## src/rtl/can_rxbuf_pkg.sv

```systemverilog
package can_rxbuf_pkg;

    localparam int STAT_W  = 8;
    localparam int FILT_W  = 3;
    localparam int MODE_W  = 2;

    localparam int BIT_FULL = 7;
    localparam int BIT_MODE = 5;
    localparam int BIT_RSVD = 4;
    localparam int BIT_RTR  = 3;
    localparam int BIT_FILT = 0;

    typedef enum logic [MODE_W-1:0] {
        MODE_VALID_ANY = 2'b00,
        MODE_VALID_STD = 2'b01,
        MODE_VALID_EXT = 2'b10,
        MODE_TAKE_ALL  = 2'b11
    } rx_mode_e;

    typedef struct packed {
        logic              full;
        rx_mode_e          mode;
        logic              rtr;
        logic [FILT_W-1:0] filt;
        logic              ovf;
    } rx_state_t;

    typedef struct packed {
        logic              clr_full;
        logic              mode_we;
        rx_mode_e          mode_new;
    } sw_cmd_t;

endpackage

```

## src/rtl/rxbuf_accept.sv

```systemverilog
module rxbuf_accept
    import can_rxbuf_pkg::*;
#(
    parameter int NUM_FILT    = 6,
    parameter int SHARED_FILT = 2
) (
    input  rx_mode_e          mode,
    input  logic              ok,
    input  logic              ext,
    input  logic [FILT_W-1:0] filt,
    input  logic              rollover_en,
    output logic              routed,
    output logic              admit
);

    localparam int NUM_CODES = 1 << FILT_W;

    logic [NUM_CODES-1:0] route_vec;

    for (genvar g = 0; g < NUM_CODES; g++) begin : g_route
        if (g >= NUM_FILT) begin : g_rsvd
            assign route_vec[g] = 1'b0;
        end else if (g < SHARED_FILT) begin : g_shared
            assign route_vec[g] = rollover_en;
        end else begin : g_own
            assign route_vec[g] = 1'b1;
        end
    end

    logic mode_ok;

    always_comb begin
        unique case (mode)
            MODE_VALID_ANY: mode_ok = ok;
            MODE_VALID_STD: mode_ok = ok && !ext;
            MODE_VALID_EXT: mode_ok = ok && ext;
            default:        mode_ok = 1'b1;
        endcase
    end

    assign routed = route_vec[filt];
    assign admit  = routed && mode_ok;

endmodule

```

## src/rtl/rxbuf_swif.sv

```systemverilog
module rxbuf_swif
    import can_rxbuf_pkg::*;
(
    input  logic              wr,
    input  logic [STAT_W-1:0] wdata,
    input  rx_state_t         st,
    output sw_cmd_t           cmd,
    output logic [STAT_W-1:0] rdata
);

    always_comb begin
        cmd.clr_full = wr && !wdata[BIT_FULL];
        cmd.mode_we  = wr;
        cmd.mode_new = rx_mode_e'(wdata[BIT_MODE +: MODE_W]);
    end

    always_comb begin
        rdata                       = '0;
        rdata[BIT_FULL]             = st.full;
        rdata[BIT_MODE +: MODE_W]   = st.mode;
        rdata[BIT_RSVD]             = 1'b0;
        rdata[BIT_RTR]              = st.rtr;
        rdata[BIT_FILT +: FILT_W]   = st.filt;
    end

endmodule

```

## src/rtl/rxbuf_status.sv

```systemverilog
module rxbuf_status
    import can_rxbuf_pkg::*;
(
    input  logic              clk,
    input  logic              rst_n,
    input  logic              done,
    input  logic              admit,
    input  logic              rtr,
    input  logic [FILT_W-1:0] filt,
    input  sw_cmd_t           cmd,
    output rx_state_t         st
);

    rx_state_t st_d, st_q;
    logic      full_eff;

    always_comb begin
        st_d     = st_q;
        full_eff = st_q.full && !cmd.clr_full;
        st_d.ovf = 1'b0;
        if (cmd.mode_we) begin
            st_d.mode = cmd.mode_new;
        end
        st_d.full = full_eff;
        if (done && admit) begin
            if (full_eff) begin
                st_d.ovf = 1'b1;
            end else begin
                st_d.full = 1'b1;
                st_d.rtr  = rtr;
                st_d.filt = filt;
            end
        end
    end

    always_ff @(posedge clk) begin
        if (!rst_n) begin
            st_q <= '0;
        end else begin
            st_q <= st_d;
        end
    end

    assign st = st_q;

endmodule

```

## src/rtl/can_rxbuf_ctrl.sv

```systemverilog
module can_rxbuf_ctrl
    import can_rxbuf_pkg::*;
#(
    parameter int NUM_FILT    = 6,
    parameter int SHARED_FILT = 2
) (
    input  logic              clk,
    input  logic              rst_n,
    input  logic              frm_done,
    input  logic              frm_ok,
    input  logic              frm_ext,
    input  logic              frm_rtr,
    input  logic [FILT_W-1:0] frm_filt,
    input  logic              rollover_en,
    input  logic              sw_wr,
    input  logic [STAT_W-1:0] sw_wdata,
    output logic [STAT_W-1:0] sw_rdata,
    output logic              ovf_pulse
);

    rx_state_t st;
    sw_cmd_t   cmd;
    logic      routed;
    logic      admit;

    rxbuf_accept #(
        .NUM_FILT   (NUM_FILT),
        .SHARED_FILT(SHARED_FILT)
    ) u_accept (
        .mode       (st.mode),
        .ok         (frm_ok),
        .ext        (frm_ext),
        .filt       (frm_filt),
        .rollover_en(rollover_en),
        .routed     (routed),
        .admit      (admit)
    );

    rxbuf_swif u_swif (
        .wr   (sw_wr),
        .wdata(sw_wdata),
        .st   (st),
        .cmd  (cmd),
        .rdata(sw_rdata)
    );

    rxbuf_status u_status (
        .clk  (clk),
        .rst_n(rst_n),
        .done (frm_done),
        .admit(admit),
        .rtr  (frm_rtr),
        .filt (frm_filt),
        .cmd  (cmd),
        .st   (st)
    );

    assign ovf_pulse = st.ovf;

endmodule

```

## config.mk

```make
export PLATFORM = sky130hd
export DESIGN_NAME = can_rxbuf_ctrl
export DESIGN_NICKNAME = d
export VERILOG_FILES = /design/src/rtl/can_rxbuf_pkg.sv /design/src/rtl/rxbuf_accept.sv /design/src/rtl/rxbuf_swif.sv /design/src/rtl/rxbuf_status.sv /design/src/rtl/can_rxbuf_ctrl.sv
export SDC_FILE = /design/constraint.sdc
export NUM_CORES = 1
export LEC_CHECK = 0
export CORE_AREA = 2 2 39 41
export CTS_BUF_LIST = sky130_fd_sc_hd__clkbuf_4 sky130_fd_sc_hd__clkbuf_8
export CTS_CLUSTER_SIZE = 8
export DETAILED_ROUTE_END_ITERATION = 7
export DIE_AREA = 0 0 41 43
export PLACE_DENSITY = 0.8
export SETUP_SLACK_MARGIN = 0.2
export SYNTH_ARGS = -nofsm -noshare
export SYNTH_HDL_FRONTEND = slang
export SYNTH_HIERARCHICAL = 1
export SYNTH_SLANG_ARGS = --single-unit
```

## constraint.sdc

```tcl
create_clock -name clk -period 4.66 [get_ports clk]
set_clock_uncertainty 0.2 [all_clocks]
set_input_delay 0.699 -clock clk [delete_from_list [all_inputs] [get_ports clk]]
set_output_delay 0.699 -clock clk [all_outputs]
set_load 0.01 [all_outputs]
```

==> metrics.md, run 1 <==
| Metric | Value |
|---|---|
| Status | finished clean |
| Layout fillers | ~150 |
| Final nets | between 90 and 100 |
| Sequential fraction of the synthesis area | 0.321 |
| Top delay family on crit path | buffers and inverters |
| Placer congestion estimate | 0.561 |
| Initial antenna violation count | 0 |
| Fmax achieved | between 400 and 500 MHz |
| Worst Setup Path Type | in -> reg |
| Chip height | around 43 microns |
| Detail Route Antenna Nets | 0 |
| Origin of the worst setup path | frm_filt[1] |
| Tcrit/Tclk final | 0.457 |
| Max FFs per register | 8 |
| Fin cells | 83 |
| Pint | 124 uW |
| Setup TNS | 0 ps |
| Post_cts resized | 0 |
| Synth top area cells | dfxtp_1 32%, buf_4 17%, mux2i_1 12% |
| Syn nets | 77 |
| Combinational Power Share | 0.228 |
| Pwr per Cell Area | ~250 nW/um^2 |
| Worst Hold Class | reg -> reg |
| Routed WL per cell | 10.3 microns |
| Sequential power share | 0.454 |
| Clk sinks | 8 |
| CTS Buf Count | 3 |
| VDD IR max | between 0.1 and 0.15 mV |
| Worst-path clk slew | about 60 ps |
| Worst path max stage delay | 510 ps |
| ANT cells | 0 |
| Grt ovf | 0 |
| Die area | roughly 1800 sq um |
| Critical path arrival | around 2100 ps |
| Largest net degree at the start of global routing | 13 |
| Critical R2R Launch | u_status/st[5]$_SDFFE_PN0P_ |
| DR iter-0 viols | 0 |
| Worst path cell trace | clkdlybuf4s50_1 > nor3_1 > a21oi_1 > a21boi_1 > nand2_1 > nor2_4 > mux2i_1 |
| Yosys warns | 6 |
| Most frequent cells in the layout | 21 x clkdlybuf4s50_1, 9 x nand2_1, 8 x dfxtp_1 |
| Layout cells sized above 1 | 0.104 |
| CTS Buffer Depth | 2 |
| IO Count | 28 |
| Placed cell area | between 600 and 700 sq um |
| Leakage power | 0.259 nW |
| Number of different library cells in the post-synthesis netlist | 17 |
| Worst-skew pair later-pin latency | approximately 250 ps |
| Hold_ws | about 260 ps |
| CP max-delay cell | clkdlybuf4s50_1 |
| Synth-to-layout area growth | 33.1% |
| Clock Power Share | 0.318 |
| DR pass1 iterations | 1 |
| Finished Cell Area | between 600 and 700 sq um |
| H-tree depth | 1 |
| Die width | 41 microns |
| First-pass GRT wire length | 1.40 mm |
| DRC | 0 |
| Vias in the first global route | 364 |
| Hold_sp | u_status/st[4]$_SDFFE_PN0P_ |
| Net Sw Frac | 0.238 |
| Row Count | 14 |
| CP max FO | 4 |
| Max Cap Viol | 0 |
| Most common cell after layout, fill and taps aside | clkdlybuf4s50_1 |
| Detailed Route WL | 852 microns |
| Total GRT Usage | 0.122 |
| HPWL Detailed | slightly above 700 microns |
| Setup WS post-layout | approximately 2500 ps |
| Post-Route Utilization | 0.480 |
| Syn_area_per_cell | approximately 9.1 sq um |
| Hold Vio Cnt, Final | 0 |
| Cell count after synthesis | 55 |
| Post-CTS setup buffer count | 0 |
| Crit end category | flip-flop |
| Seq cells post-synth | 8 |
| Type of origin of the critical path | primary input |
| Yosys top cell area share | 0.321 |
| Post-Place Cells | 80 |
| Routed via count | between 300 and 400 |
| Final-report max-slew violation count | 0 |
| CTS tree | yes |
| Synth Cell Area | 499 sq um |
| Core area | roughly 1400 sq um |
| Unrepaired setup endpoints after global routing | no |
| Flop2flop setup slack | roughly 2800 ps |
| Sw Pwr | around 40 uW |
| Crit path buf inv count | 1 |
| # hold bufs at CTS | 0 |
| Vias per cell | 4.52 |
| Dominant cell type by area after synthesis | dfxtp_1 |
| CTS root buffer | clkbuf_4 |
| Final setup fails | 0 |
| I/O Buffers | 21 |
| Required time worst endpoint | around 4600 ps |
| Min cycle time layout | 2130 ps |
| Initial Util | 0.361 |
| Setup WS pre-CTS | ~2300 ps |
| Sequential Area | 160 sq um |
| Area of the multi-input gates | about 240 sq um |
| Pwr Total | 163 uW |
-- power groups by stage --
stage	sequential (mW)	clock, mW	combinational (mW)
after CTS	0.0742	0.0549	0.0379
after global routing	0.0745	0.0586	0.0409
after floorplan	0.0751	0	0.0241
final	0.0741	0.0519	0.0373
after detailed placement	0.0756	0	0.0377
after global placement	0.0754	0	0.0369
-- path summary, 6_finish.rpt --
kind / end / cells after the start
setup reg to reg: u_status/st[2]$_SDFFE_PN0P_ / 8
hold reg to reg: u_status/st[4]$_SDFFE_PN0P_ / 2
hold / removal: u_status/st[4]$_SDFFE_PN0P_ / 2
setup / recovery: u_status/st[2]$_SDFFE_PN0P_ / 7
-- cell families after synthesis --
| kind of cell | Yosys count | share of synthesized area |
|---|---|---|
| AND/OR/NAND/NOR | 18 | 0.223 |
| buffers and inverters | 14 | 0.190 |
| flip-flops | 8 | 0.321 |
| multiplexers | 6 | 0.120 |
| AO/OA/AOI/OAI | 4 | 0.0451 |
| adder cells (fa/ha/maj) | 3 | 0.0752 |
| other | 1 | 0.00751 |
| XOR/XNOR | 1 | 0.0175 |
-- tightest hold or removal path: stages (launching register included) --
cell and delay (ps):
dfxtp_1 300, nand2_1 50, mux2i_1 50
-- metal layers --
layer  vias up  wire length, microns  GRT usage
met5         -                     0          0
met4         0                    10      0.100
met3         2                    83     0.0314
met2        16                   401      0.181
met1       165                   356      0.136
li1        192                     -          -
-- cell type report --
class                           count  share of cell area
Multi-Input combinational cell     33               0.367
Inverter                            2              0.0113
Timing Repair Buffer               21               0.316
Tap cell                           16              0.0301
Sequential cell                     8               0.241
Clock buffer                        3              0.0339
-- cells in the mapped netlist, drive strengths merged --
cell type / instances
inv: 2
a21oi: 3
ha: 3
nor2b: 5
dfxtp: 8
and4: 1
mux2i: 6
nor2: 1
buf: 12
xnor2: 1
nand3: 1
nand2: 9
conb: 1
a21boi: 1
nor3: 1
No activity file was read; power rests on OpenSTA's default activity.
==> run 2: changes to the inputs <==
--- a/config.mk
+++ b/config.mk
@@ -5,12 +5,12 @@
 export SDC_FILE = /design/constraint.sdc
 export NUM_CORES = 1
 export LEC_CHECK = 0
-export CORE_AREA = 2 2 39 41
+export CORE_MARGIN = 2
+export CORE_UTILIZATION = 38
 export CTS_BUF_LIST = sky130_fd_sc_hd__clkbuf_4 sky130_fd_sc_hd__clkbuf_8
 export CTS_CLUSTER_SIZE = 8
 export DETAILED_ROUTE_END_ITERATION = 7
-export DIE_AREA = 0 0 41 43
-export PLACE_DENSITY = 0.8
+export PLACE_DENSITY = 0.81
 export SETUP_SLACK_MARGIN = 0.2
 export SYNTH_ARGS = -nofsm -noshare
 export SYNTH_HDL_FRONTEND = slang
==> constraint.sdc (replaced) <==
create_clock -name clk -period 2 [get_ports clk]
set_clock_uncertainty 0.2 [all_clocks]
set_input_delay 0.3 -clock clk [delete_from_list [all_inputs] [get_ports clk]]
set_output_delay 0.3 -clock clk [all_outputs]
set_load 0.01 [all_outputs]
==> run 2 against run 1 <==
Net effect: register-to-register slack worse by 2500 ps; largest cell class unchanged; combinational power grew to 2.5 times the previous value; die area is 8.1% lower; cell area is 3.8% higher.
==> metrics.md, run 2 (synthesis results as in run 1) <==
| Metric | Value |
|---|---|
| Vias per cell | 4.51 (was 4.52) |
| Worst Hold Class | reg -> reg (unchanged) |
| Finished Cell Area | 689 sq um (was 664 sq um) |
| Largest net degree at the start of global routing | 13 (unchanged) |
| DR pass1 iterations | 1 (unchanged) |
| Grt ovf | 0 (unchanged) |
| Max FFs per register | 8 (unchanged) |
| Core area | 1270 sq um (was 1380 sq um) |
| Min cycle time layout | between 1500 and 2000 ps |
| Crit path buf inv count | 2 (was 1) |
| First-pass GRT wire length | 1.19 mm (was 1.40 mm) |
| Max Cap Viol | 0 (unchanged) |
| Sequential Area | 163 sq um (was 160 sq um) |
| CTS root buffer | clkbuf_4 (unchanged) |
| Total GRT Usage | 0.115 (was 0.122) |
| Unrepaired setup endpoints after global routing | no (unchanged) |
| Initial antenna violation count | 0 (unchanged) |
| Worst-path clk slew | 50 ps (was 60 ps) |
| VDD IR max | 0.305 mV (was 0.118 mV) |
| Chip height | 40.2 microns (was 43 microns) |
| CP max-delay cell | clkdlybuf4s50_1 (unchanged) |
| Final-report max-slew violation count | 0 (unchanged) |
| Row Count | 13 (was 14) |
| HPWL Detailed | 692 microns (was 707 microns) |
| Detailed Route WL | 857 microns (was 852 microns) |
| Pwr per Cell Area | 558 nW/um^2 (was 246 nW/um^2) |
| Hold Vio Cnt, Final | 0 (unchanged) |
| I/O Buffers | 21 (unchanged) |
| Most frequent cells in the layout | 21 x clkdlybuf4s50_1, 8 x nand2_1, 6 x mux2i_1, 6 x dfxtp_1 (was 21 x clkdlybuf4s50_1, 9 x nand2_1, 8 x dfxtp_1) |
| Top delay family on crit path | buffers and inverters (unchanged) |
| Most common cell after layout, fill and taps aside | clkdlybuf4s50_1 (unchanged) |
| CTS tree | yes (unchanged) |
| Die width | 40.2 microns (was 41 microns) |
| H-tree depth | 1 (unchanged) |
| Leakage power | 0.270 nW (was 0.259 nW) |
| Initial Util | 0.393 (was 0.361) |
| Detail Route Antenna Nets | 0 (unchanged) |
| IO Count | 28 (unchanged) |
| Critical path arrival | 1200 ps (was 2100 ps) |
| Routed WL per cell | 10.2 microns (was 10.3 microns) |
| Tcrit/Tclk final | 0.849 |
| Final setup fails | 0 (unchanged) |
| Area of the multi-input gates | 253 sq um (was 244 sq um) |
| Die area | 1620 sq um (was 1760 sq um) |
| CTS Buffer Depth | 2 (unchanged) |
| DR iter-0 viols | 0 (unchanged) |
| Status | finished clean (unchanged) |
| Worst path cell trace | buf_4 > clkdlybuf4s50_1 (was clkdlybuf4s50_1 > nor3_1 > a21oi_1 > a21boi_1 > nand2_1 > nor2_4 > mux2i_1) |
| Layout cells sized above 1 | 0.203 (was 0.104) |
| # hold bufs at CTS | 0 (unchanged) |
| Pwr Total | 385 uW (was 163 uW) |
| Placer congestion estimate | 0.577 (was 0.561) |
| Worst Setup Path Type | reg -> out (was in -> reg) |
| Placed cell area | 648 sq um (was 642 sq um) |
| CTS Buf Count | 3 (unchanged) |
| Routed via count | 379 (was 375) |
| Layout fillers | 124 (was 154) |
| ANT cells | 0 (unchanged) |
| Final nets | 93 (was 91) |
| Synth-to-layout area growth | 38.1% (was 33.1%) |
| CP max FO | 3 (was 4) |
| Crit end category | output port (was flip-flop) |
| Vias in the first global route | 330 (was 364) |
| DRC | 0 (unchanged) |
| Clk sinks | 8 (unchanged) |
| Setup TNS | 0 ps (unchanged) |
| Worst-skew pair later-pin latency | 240 ps (was 250 ps) |
| Fmax achieved | 589 MHz |
| Worst path max stage delay | 520 ps (was 510 ps) |
| Type of origin of the critical path | flip-flop (was primary input) |
| Required time worst endpoint | 1500 ps (was 4630 ps) |
-- run 2: area by class of cell --
| type | count | area share |
|---|---|---|
| Tap cell | 15 | 0.0272 |
| Clock buffer | 3 | 0.0327 |
| Inverter | 2 | 0.0109 |
| Timing Repair Buffer | 23 | 0.327 |
| Multi-Input combinational cell | 33 | 0.367 |
| Sequential cell | 8 | 0.236 |
-- run 2: timing repair --
action | CTS | global route
gates resized for setup | 1 | 4
setup buffers | 1 | 0
setup endpoints to repair | 3 | 4
pin swaps | 4 | 5
-- run 2: per-layer routing --
layer  vias to the layer above  share of wire  global-route usage
met5                         -              0                   0
met4                         0              0              0.0750
met3                         0          0.099              0.0389
met2                        13           0.51               0.202
met1                       170           0.39               0.114
li1                        196              -                   -
-- run 2: path summary, 6_finish.rpt --
path	from	endpoint	slack (ps)	cells past startpoint
worst min register to register	u_status/st[4]$_SDFFE_PN0P_	u_status/st[4]$_SDFFE_PN0P_	260	2
worst min-delay path	u_status/st[4]$_SDFFE_PN0P_	u_status/st[4]$_SDFFE_PN0P_	260	2
worst max-delay path	u_status/st[5]$_SDFFE_PN0P_	sw_rdata[5]	300	2
worst max register to register	u_status/st[5]$_SDFFE_PN0P_	u_status/st[2]$_SDFFE_PN0P_	310	8
-- run 2: metrics by stage --
| step | std cells | util | worst slack [ps] | hold slack (ps) |
|---|---|---|---|---|
| after floorplan | 55 | - | 305 | 235 |
| after global placement | 80 | 0.511 | 64.4 | 244 |
| after detailed placement | 80 | 0.511 | 55.0 | 250 |
| after CTS | 84 | 0.536 | 217 | 261 |
| after global routing | 84 | 0.543 | 178 | 273 |
| final | 84 | 0.543 | 302 | 258 |
-- run 2: worst reg2reg max path: cells and delay by family, from the launching register on --
family,cells,cell delay (ps)
AND/OR/NAND/NOR,3,350
flip-flops,1,320
adder cells (fa/ha/maj),1,180
XOR/XNOR,1,140
AO/OA/AOI/OAI,1,170
buffers and inverters,1,60
multiplexers,1,200
-- run 2: where the power goes --
part	internal (mW)	switching (mW)	total [mW]
clock	0.0683	0.0489	0.117
combinational	0.0590	0.0357	0.0947
sequential	0.168	0.00468	0.173
